`config.mk`:
```
export PLATFORM = sky130hd
export DESIGN_NAME = dly_tuner
export DESIGN_NICKNAME = d
export VERILOG_FILES = /design/src/rtl/dly_tuner_pkg.sv /design/src/rtl/dly_tuner_msb.sv /design/src/rtl/dly_tuner_run.sv /design/src/rtl/dly_tuner.sv
export SDC_FILE = /design/constraint.sdc
export NUM_CORES = 1
export LEC_CHECK = 0
export ABC_AREA = 1
export BUFFER_PORTS_ARGS = -buffer_cell sky130_fd_sc_hd__buf_4
export CORE_UTILIZATION = 46
export CTS_CLUSTER_DIAMETER = 150
export CTS_CLUSTER_SIZE = 25
export DETAILED_ROUTE_END_ITERATION = 10
export PLACE_DENSITY = 0.67
export SYNTH_ARGS = -nofsm -noshare
export SYNTH_HDL_FRONTEND = slang
export SYNTH_SLANG_ARGS = --single-unit
```
`constraint.sdc`:
```
create_clock -name clk -period 3.7 [get_ports clk]
set_clock_uncertainty 0.05 [all_clocks]
set_input_delay 0.74 -clock clk [delete_from_list [all_inputs] [get_ports clk]]
set_output_delay 0.74 -clock clk [all_outputs]
set_load 0.02 [all_outputs]
```
`src/rtl/dly_tuner_pkg.sv`:
```
package dly_tuner_pkg;
    typedef enum logic [7:0] {
        ST_IDLE      = 8'h01,
        ST_CAL_SET   = 8'h02,
        ST_CAL_WAIT  = 8'h04,
        ST_SWP_SET   = 8'h08,
        ST_SWP_TRIAL = 8'h10,
        ST_FIN_SET   = 8'h20,
        ST_DONE      = 8'h40,
        ST_ERR       = 8'h80
    } tuner_state_e;

    typedef enum logic [1:0] {
        RES_NONE     = 2'b00,
        RES_OK       = 2'b01,
        RES_CAL_FAIL = 2'b10,
        RES_NO_POINT = 2'b11
    } tuner_result_e;
endpackage

```
`src/rtl/dly_tuner_msb.sv`:
```
module dly_tuner_msb #(
    parameter int W  = 12,
    parameter int IW = 4
) (
    input  logic [W-1:0]  vec,
    output logic [IW-1:0] idx
);
    always_comb begin
        idx = '0;
        for (int i = 0; i < W; i++) begin
            if (vec[i]) idx = IW'(i);
        end
    end
endmodule

```
`src/rtl/dly_tuner_run.sv`:
```
module dly_tuner_run #(
    parameter int PW = 4,
    parameter int RW = 5
) (
    input  logic          pass,
    input  logic [PW-1:0] phase,
    input  logic [RW-1:0] cur,
    input  logic [RW-1:0] best,
    input  logic [PW-1:0] best_end,
    output logic [RW-1:0] cur_n,
    output logic [RW-1:0] best_n,
    output logic [PW-1:0] end_n
);
    logic [RW-1:0] grown;

    always_comb begin
        grown  = cur + 1'b1;
        cur_n  = pass ? grown : '0;
        best_n = best;
        end_n  = best_end;
        if (pass && (grown > best)) begin
            best_n = grown;
            end_n  = phase;
        end
    end
endmodule

```
`src/rtl/dly_tuner.sv`:
```
module dly_tuner #(
    parameter int UNIT_W      = 7,
    parameter int LEN_W       = 12,
    parameter int CAL_SEL     = 12,
    parameter int TIMEOUT_CYC = 16
) (
    input  logic              clk,
    input  logic              rst_n,
    input  logic              start,
    output logic [UNIT_W-1:0] dl_unit,
    output logic [3:0]        dl_sel,
    output logic              dl_en,
    output logic              dl_smp_en,
    output logic              dl_load,
    input  logic [LEN_W-1:0]  dl_len,
    input  logic              dl_len_vld,
    output logic              trial_req,
    input  logic              trial_ack,
    input  logic              trial_pass,
    output logic              done,
    output logic [1:0]        status,
    output logic [UNIT_W-1:0] res_unit,
    output logic [3:0]        res_max_tap,
    output logic [3:0]        res_phase
);
    import dly_tuner_pkg::*;

    localparam int SEL_W = 4;
    localparam int RUN_W = SEL_W + 1;
    localparam int TMR_W = $clog2(TIMEOUT_CYC + 1);
    localparam logic [UNIT_W-1:0] UNIT_LAST = '1;
    localparam logic [TMR_W-1:0]  TMR_LAST  = TMR_W'(TIMEOUT_CYC - 1);

    typedef struct packed {
        tuner_state_e      state;
        logic [UNIT_W-1:0] unit;
        logic [SEL_W-1:0]  sel;
        logic [SEL_W-1:0]  phase;
        logic [SEL_W-1:0]  maxtap;
        logic [SEL_W-1:0]  fin;
        logic [RUN_W-1:0]  cur;
        logic [RUN_W-1:0]  best;
        logic [SEL_W-1:0]  bend;
        logic [TMR_W-1:0]  tmr;
        logic              en;
        tuner_result_e     status;
    } regs_t;

    regs_t r_q, r_d;

    logic [SEL_W-1:0] len_msb;
    logic [RUN_W-1:0] run_cur, run_best;
    logic [SEL_W-1:0] run_end, centre;
    logic             accept, advance;

    dly_tuner_msb #(.W(LEN_W), .IW(SEL_W)) u_msb (
        .vec (dl_len),
        .idx (len_msb)
    );

    dly_tuner_run #(.PW(SEL_W), .RW(RUN_W)) u_run (
        .pass     (trial_pass),
        .phase    (r_q.phase),
        .cur      (r_q.cur),
        .best     (r_q.best),
        .best_end (r_q.bend),
        .cur_n    (run_cur),
        .best_n   (run_best),
        .end_n    (run_end)
    );

    always_comb begin
        r_d     = r_q;
        advance = 1'b0;
        accept  = (dl_len != '0) && !dl_len[LEN_W-1];
        centre  = run_end - SEL_W'(run_best >> 1);
        unique case (r_q.state)
            ST_IDLE: begin
                if (start) begin
                    r_d.state  = ST_CAL_SET;
                    r_d.unit   = '0;
                    r_d.sel    = SEL_W'(CAL_SEL);
                    r_d.en     = 1'b1;
                    r_d.status = RES_NONE;
                end
            end
            ST_CAL_SET: begin
                r_d.state = ST_CAL_WAIT;
                r_d.tmr   = '0;
            end
            ST_CAL_WAIT: begin
                if (dl_len_vld) begin
                    if (accept) begin
                        r_d.state  = ST_SWP_SET;
                        r_d.maxtap = len_msb;
                        r_d.phase  = '0;
                        r_d.sel    = '0;
                        r_d.cur    = '0;
                        r_d.best   = '0;
                        r_d.bend   = '0;
                    end else begin
                        advance = 1'b1;
                    end
                end else if (r_q.tmr == TMR_LAST) begin
                    advance = 1'b1;
                end else begin
                    r_d.tmr = r_q.tmr + 1'b1;
                end
            end
            ST_SWP_SET: r_d.state = ST_SWP_TRIAL;
            ST_SWP_TRIAL: begin
                if (trial_ack) begin
                    r_d.cur  = run_cur;
                    r_d.best = run_best;
                    r_d.bend = run_end;
                    if (r_q.phase != r_q.maxtap) begin
                        r_d.phase = r_q.phase + 1'b1;
                        r_d.sel   = r_q.phase + 1'b1;
                        r_d.state = ST_SWP_SET;
                    end else if (run_best == '0) begin
                        r_d.state  = ST_ERR;
                        r_d.status = RES_NO_POINT;
                        r_d.en     = 1'b0;
                    end else begin
                        r_d.state = ST_FIN_SET;
                        r_d.sel   = centre;
                        r_d.fin   = centre;
                    end
                end
            end
            ST_FIN_SET: begin
                r_d.state  = ST_DONE;
                r_d.status = RES_OK;
            end
            ST_DONE, ST_ERR: r_d.state = ST_IDLE;
            default:         r_d.state = ST_IDLE;
        endcase
        if (advance) begin
            if (r_q.unit == UNIT_LAST) begin
                r_d.state  = ST_ERR;
                r_d.status = RES_CAL_FAIL;
                r_d.en     = 1'b0;
            end else begin
                r_d.unit  = r_q.unit + 1'b1;
                r_d.state = ST_CAL_SET;
            end
        end
    end

    always_ff @(posedge clk or negedge rst_n) begin
        if (!rst_n) begin
            r_q        <= '0;
            r_q.state  <= ST_IDLE;
            r_q.status <= RES_NONE;
        end else begin
            r_q <= r_d;
        end
    end

    assign dl_unit     = r_q.unit;
    assign dl_sel      = r_q.sel;
    assign dl_en       = r_q.en;
    assign dl_load     = (r_q.state == ST_CAL_SET) || (r_q.state == ST_SWP_SET)
                      || (r_q.state == ST_FIN_SET);
    assign dl_smp_en   = dl_load || (r_q.state == ST_CAL_WAIT);
    assign trial_req   = (r_q.state == ST_SWP_TRIAL);
    assign done        = (r_q.state == ST_DONE) || (r_q.state == ST_ERR);
    assign status      = r_q.status;
    assign res_unit    = r_q.unit;
    assign res_max_tap = r_q.maxtap;
    assign res_phase   = r_q.fin;
endmodule

```
==> impl_metrics.py <==
metrics = {
    "synthesis": {
        "syn-cell-area_um2": 3423,
        "synth_seq_cells": 53,
        "synth_cell_types": 42,
        "synth_cells": 424,
        "synth-edff-count": 0,
        "syn_avg_cell_area_um2": 8.074,
        "async_flop_share_pct": 100.0,
        "synth_flop_cell": "dfrtp_1",
        "synth_fp_nets": 456,
        "yosys_warnings": 0,
        "ys_seq_area_share_pct": 38.78,
    },
    "die": {
        "fp-row-count": 31,
        "dieHeight_um": 88.27,
        "core_um2": 7214,
        "initial_core_util_pct": 47.45,
        "io_pins": 51,
        "die_x_um": 88.27,
        "dieArea_um2": 7791,
    },
    "setup_path": {
        "cp_max_fo": 16,
        "end_kind": "register",
        "cp.arrival_ns": 3.57,
        "crit_type": "register to register",
        "worstPathRequired_ns": 3.86,
        "setup.worst_path.start_class": "register",
    },
    "drt": {
        "detail_route.wl_per_cell_um": 12.99,
        "routed_wl_um": 7158,
        "postRouteAntennaNets": 0,
        "drt_pass1_iterations": 4,
        "vias": 2764,
        "drc_errors": 0,
        "drt_iter0_markers": 106,
        "vias_per_cell": 5.016,
    },
    "place": {
        "finalWeightedCongestion": 0.8565,
        "port-buffer-count": 50,
        "dp_hpwl_um": 5669,
    },
    "power_and_ir_drop": {
        "power.density_nw_per_um2": 670.3,
        "ir_drop_v": 0.0003695,
        "p_sw_share_pct": 46.90,
        "p_comb_share_pct": 54.3,
        "finalPower_mw": 2.539,
        "p_switching_mw": 1.191,
        "p_seq_share_pct": 32.4,
        "p_int_mw": 1.348,
        "clkPwrFrac_pct": 13.3,
        "p_leak_nw": 1.967,
    },
    "global_routing": {
        "grt_pass1_wl_um": 12210,
        "track_usage_pct": 20.24,
        "grt-ovfl-total": 0,
        "use_met2_pct": 33.57,
        "grt_max_degree": 54,
        "use_met1_pct": 26.91,
        "top_usage_layer": "met2",
        "grt_pass1_vias": 2651,
        "antenna_found_initial": 0,
        "grtUsageMet3_pct": 3.172,
    },
    "clock_tree": {
        "cts_tree": "built",
        "postCtsSetupBuffers": 0,
        "cts_buffers": 5,
        "cts_max_level": 2,
        "cts_max_path_buffers": 2,
        "clk_pin_slew_ns": 0.11,
        "cts_root_buf": "clkbuf_8",
        "cts_num_sinks": 53,
        "clk_latency_ns": 0.31,
    },
    "timing": {
        "fmax_ghz": 0.2937,
        "finalHoldViolCount": 0,
        "finalSetupViolCount": 0,
        "layout_min_cycle_time_ns": 3.405,
        "worst_pin_slew_ns": 0.6787,
        "fin_setup_tns_ns": 0,
        "slew_viol_final": 0,
        "max_slew_margin_pct": 54.75,
        "finalCritPeriodShare_pct": 92.04,
    },
    "layout": {
        "layout.nets": 483,
        "diodes": 0,
        "areaGrowthSynthToFinish_pct": 10.64,
        "drive_gt1_share_pct": 22.35,
    },
    "worst_hold_path": {
        "hp-class": "primary input to asynchronous set/reset pin",
    },
    "run": {
        "maxCapViolations": 0,
    },
    "status": {
        "status": "complete, no violations",
    },
}
## what timing repair did
item / 4_1_cts / 5_1_grt
endpoints found under the setup margin: 0 / 3
resized for setup: 0 / 4
hold buffers: 0 / 0
## sequential cells by signal, summed over array words and instances (netlist names)
name / cells
dl_en: 1
res_phase: 4
r_q: 31
res_max_tap: 4
status: 2
dl_sel: 4
dl_unit: 7
## power groups by stage
stage               clock, mW  combinational [mW]  sequential [mW]
floorplan                   0                1.13            0.801
detailed placement          0                1.38            0.832
global placement            0                1.34            0.832
finish                  0.338                1.38            0.823
CTS                     0.349                1.38            0.822
global route            0.370                1.56            0.838
## kinds of logic (layout without fill, tap and decap cells)
logic type	Yosys count	count (layout)	share of synthesized area [%]
and+or+nand+nor	181	181	27.38
buffers and inverters	98	126	14.25
adders and majority gates	14	14	5.336
muxes	2	2	0.6213
DFF	53	53	38.78
AOI/OAI and AO/OA	67	67	11.33
xor gates and xnor gates	9	9	2.303
## worst max-delay path: stages, from the launching register on
cell and delay (ns):
dfrtp_1 0.45, ha_1 0.22, nand3_1 0.16, xor2_2 0.19
ha_1 0.31, nand2_2 0.10, nor2_4 0.06, a21boi_4 0.24
nand2_4 0.16, o21ai_0 0.24, inv_1 0.08, ha_1 0.34
nand2_1 0.08, nor2_1 0.04, a211oi_1 0.21, nand3b_1 0.17
nand3_1 0.08, nand2_1 0.07, a21oi_2 0.05
## area by class of cell
cell class              instances  area (um2)
clock buffers                   5       68.82
clock inverters                 3       21.27
fillers                       698        3427
inverters                      68       255.2
multi-input cells             273        1615
flip-flops and latches         53        1328
well taps                      99       123.9
repair buffers                 50       375.4
## metrics by stage
step	util (%)	worst slack, ns	hold slack [ns]	cell area, um2	cells
after floorplan	-	0.4953	0.3944	3423	424
after global placement	51.14	0.3968	0.4185	3690	543
after detailed placement	51.14	0.2447	0.4211	3690	543
after CTS	52.39	0.2185	0.4348	3780	551
after global routing	52.50	-0.004176	0.4571	3787	551
final	52.50	0.2946	0.3914	3787	551
## synth_stat cells, drive strengths merged (4+ instances only)
library cell / number / area, um2
o22ai: 11 / 75.07
nand4: 7 / 58.81
nand3: 35 / 227.7
o21ai: 34 / 170.2
nor3: 4 / 20.02
nor2: 37 / 204.0
xor2: 8 / 70.07
ha: 13 / 162.7
buf: 30 / 232.7
inv: 68 / 255.3
a21oi: 15 / 78.83
nand2: 92 / 372.9
dfrtp: 52 / 1301
## cell usage in the layout (no fill, tap or decap), types with 6 or more instances in the layout
master	count
a21oi_1	14
buf_4	50
dfrtp_1	52
ha_1	13
inv_1	58
inv_2	10
nand2_1	83
nand2_2	8
nand3_1	29
nand4_1	6
nor2_1	27
nor2_4	8
o21ai_0	24
o21ai_1	10
o22ai_1	10
xor2_1	7
## path summary, 6_finish.rpt
kind                       startpoint  slack [ns]  depth (start not counted)          to
setup / recovery              r_q[17]        0.29                         18   dl_sel[3]
hold / removal                  rst_n        0.39                          1  dl_unit[2]
setup reg to reg              r_q[17]        0.29                         18   dl_sel[3]
hold reg to reg             dl_sel[0]        0.44                          2   dl_sel[0]
max in group asynchronous       rst_n        2.74                          1     r_q[14]
min in group clk            dl_sel[0]        0.44                          2   dl_sel[0]
## layer usage
metal | part of all wire, % | up-vias | wire, um
met2 | 48 | 48 | 3462
met1 | 47 | 1302 | 3352
met4 | 1.4 | 0 | 100
met3 | 3.4 | 8 | 243
li1 | - | 1406 | -
met5 | 0 | - | 0
(Power assumes the default switching activity.)
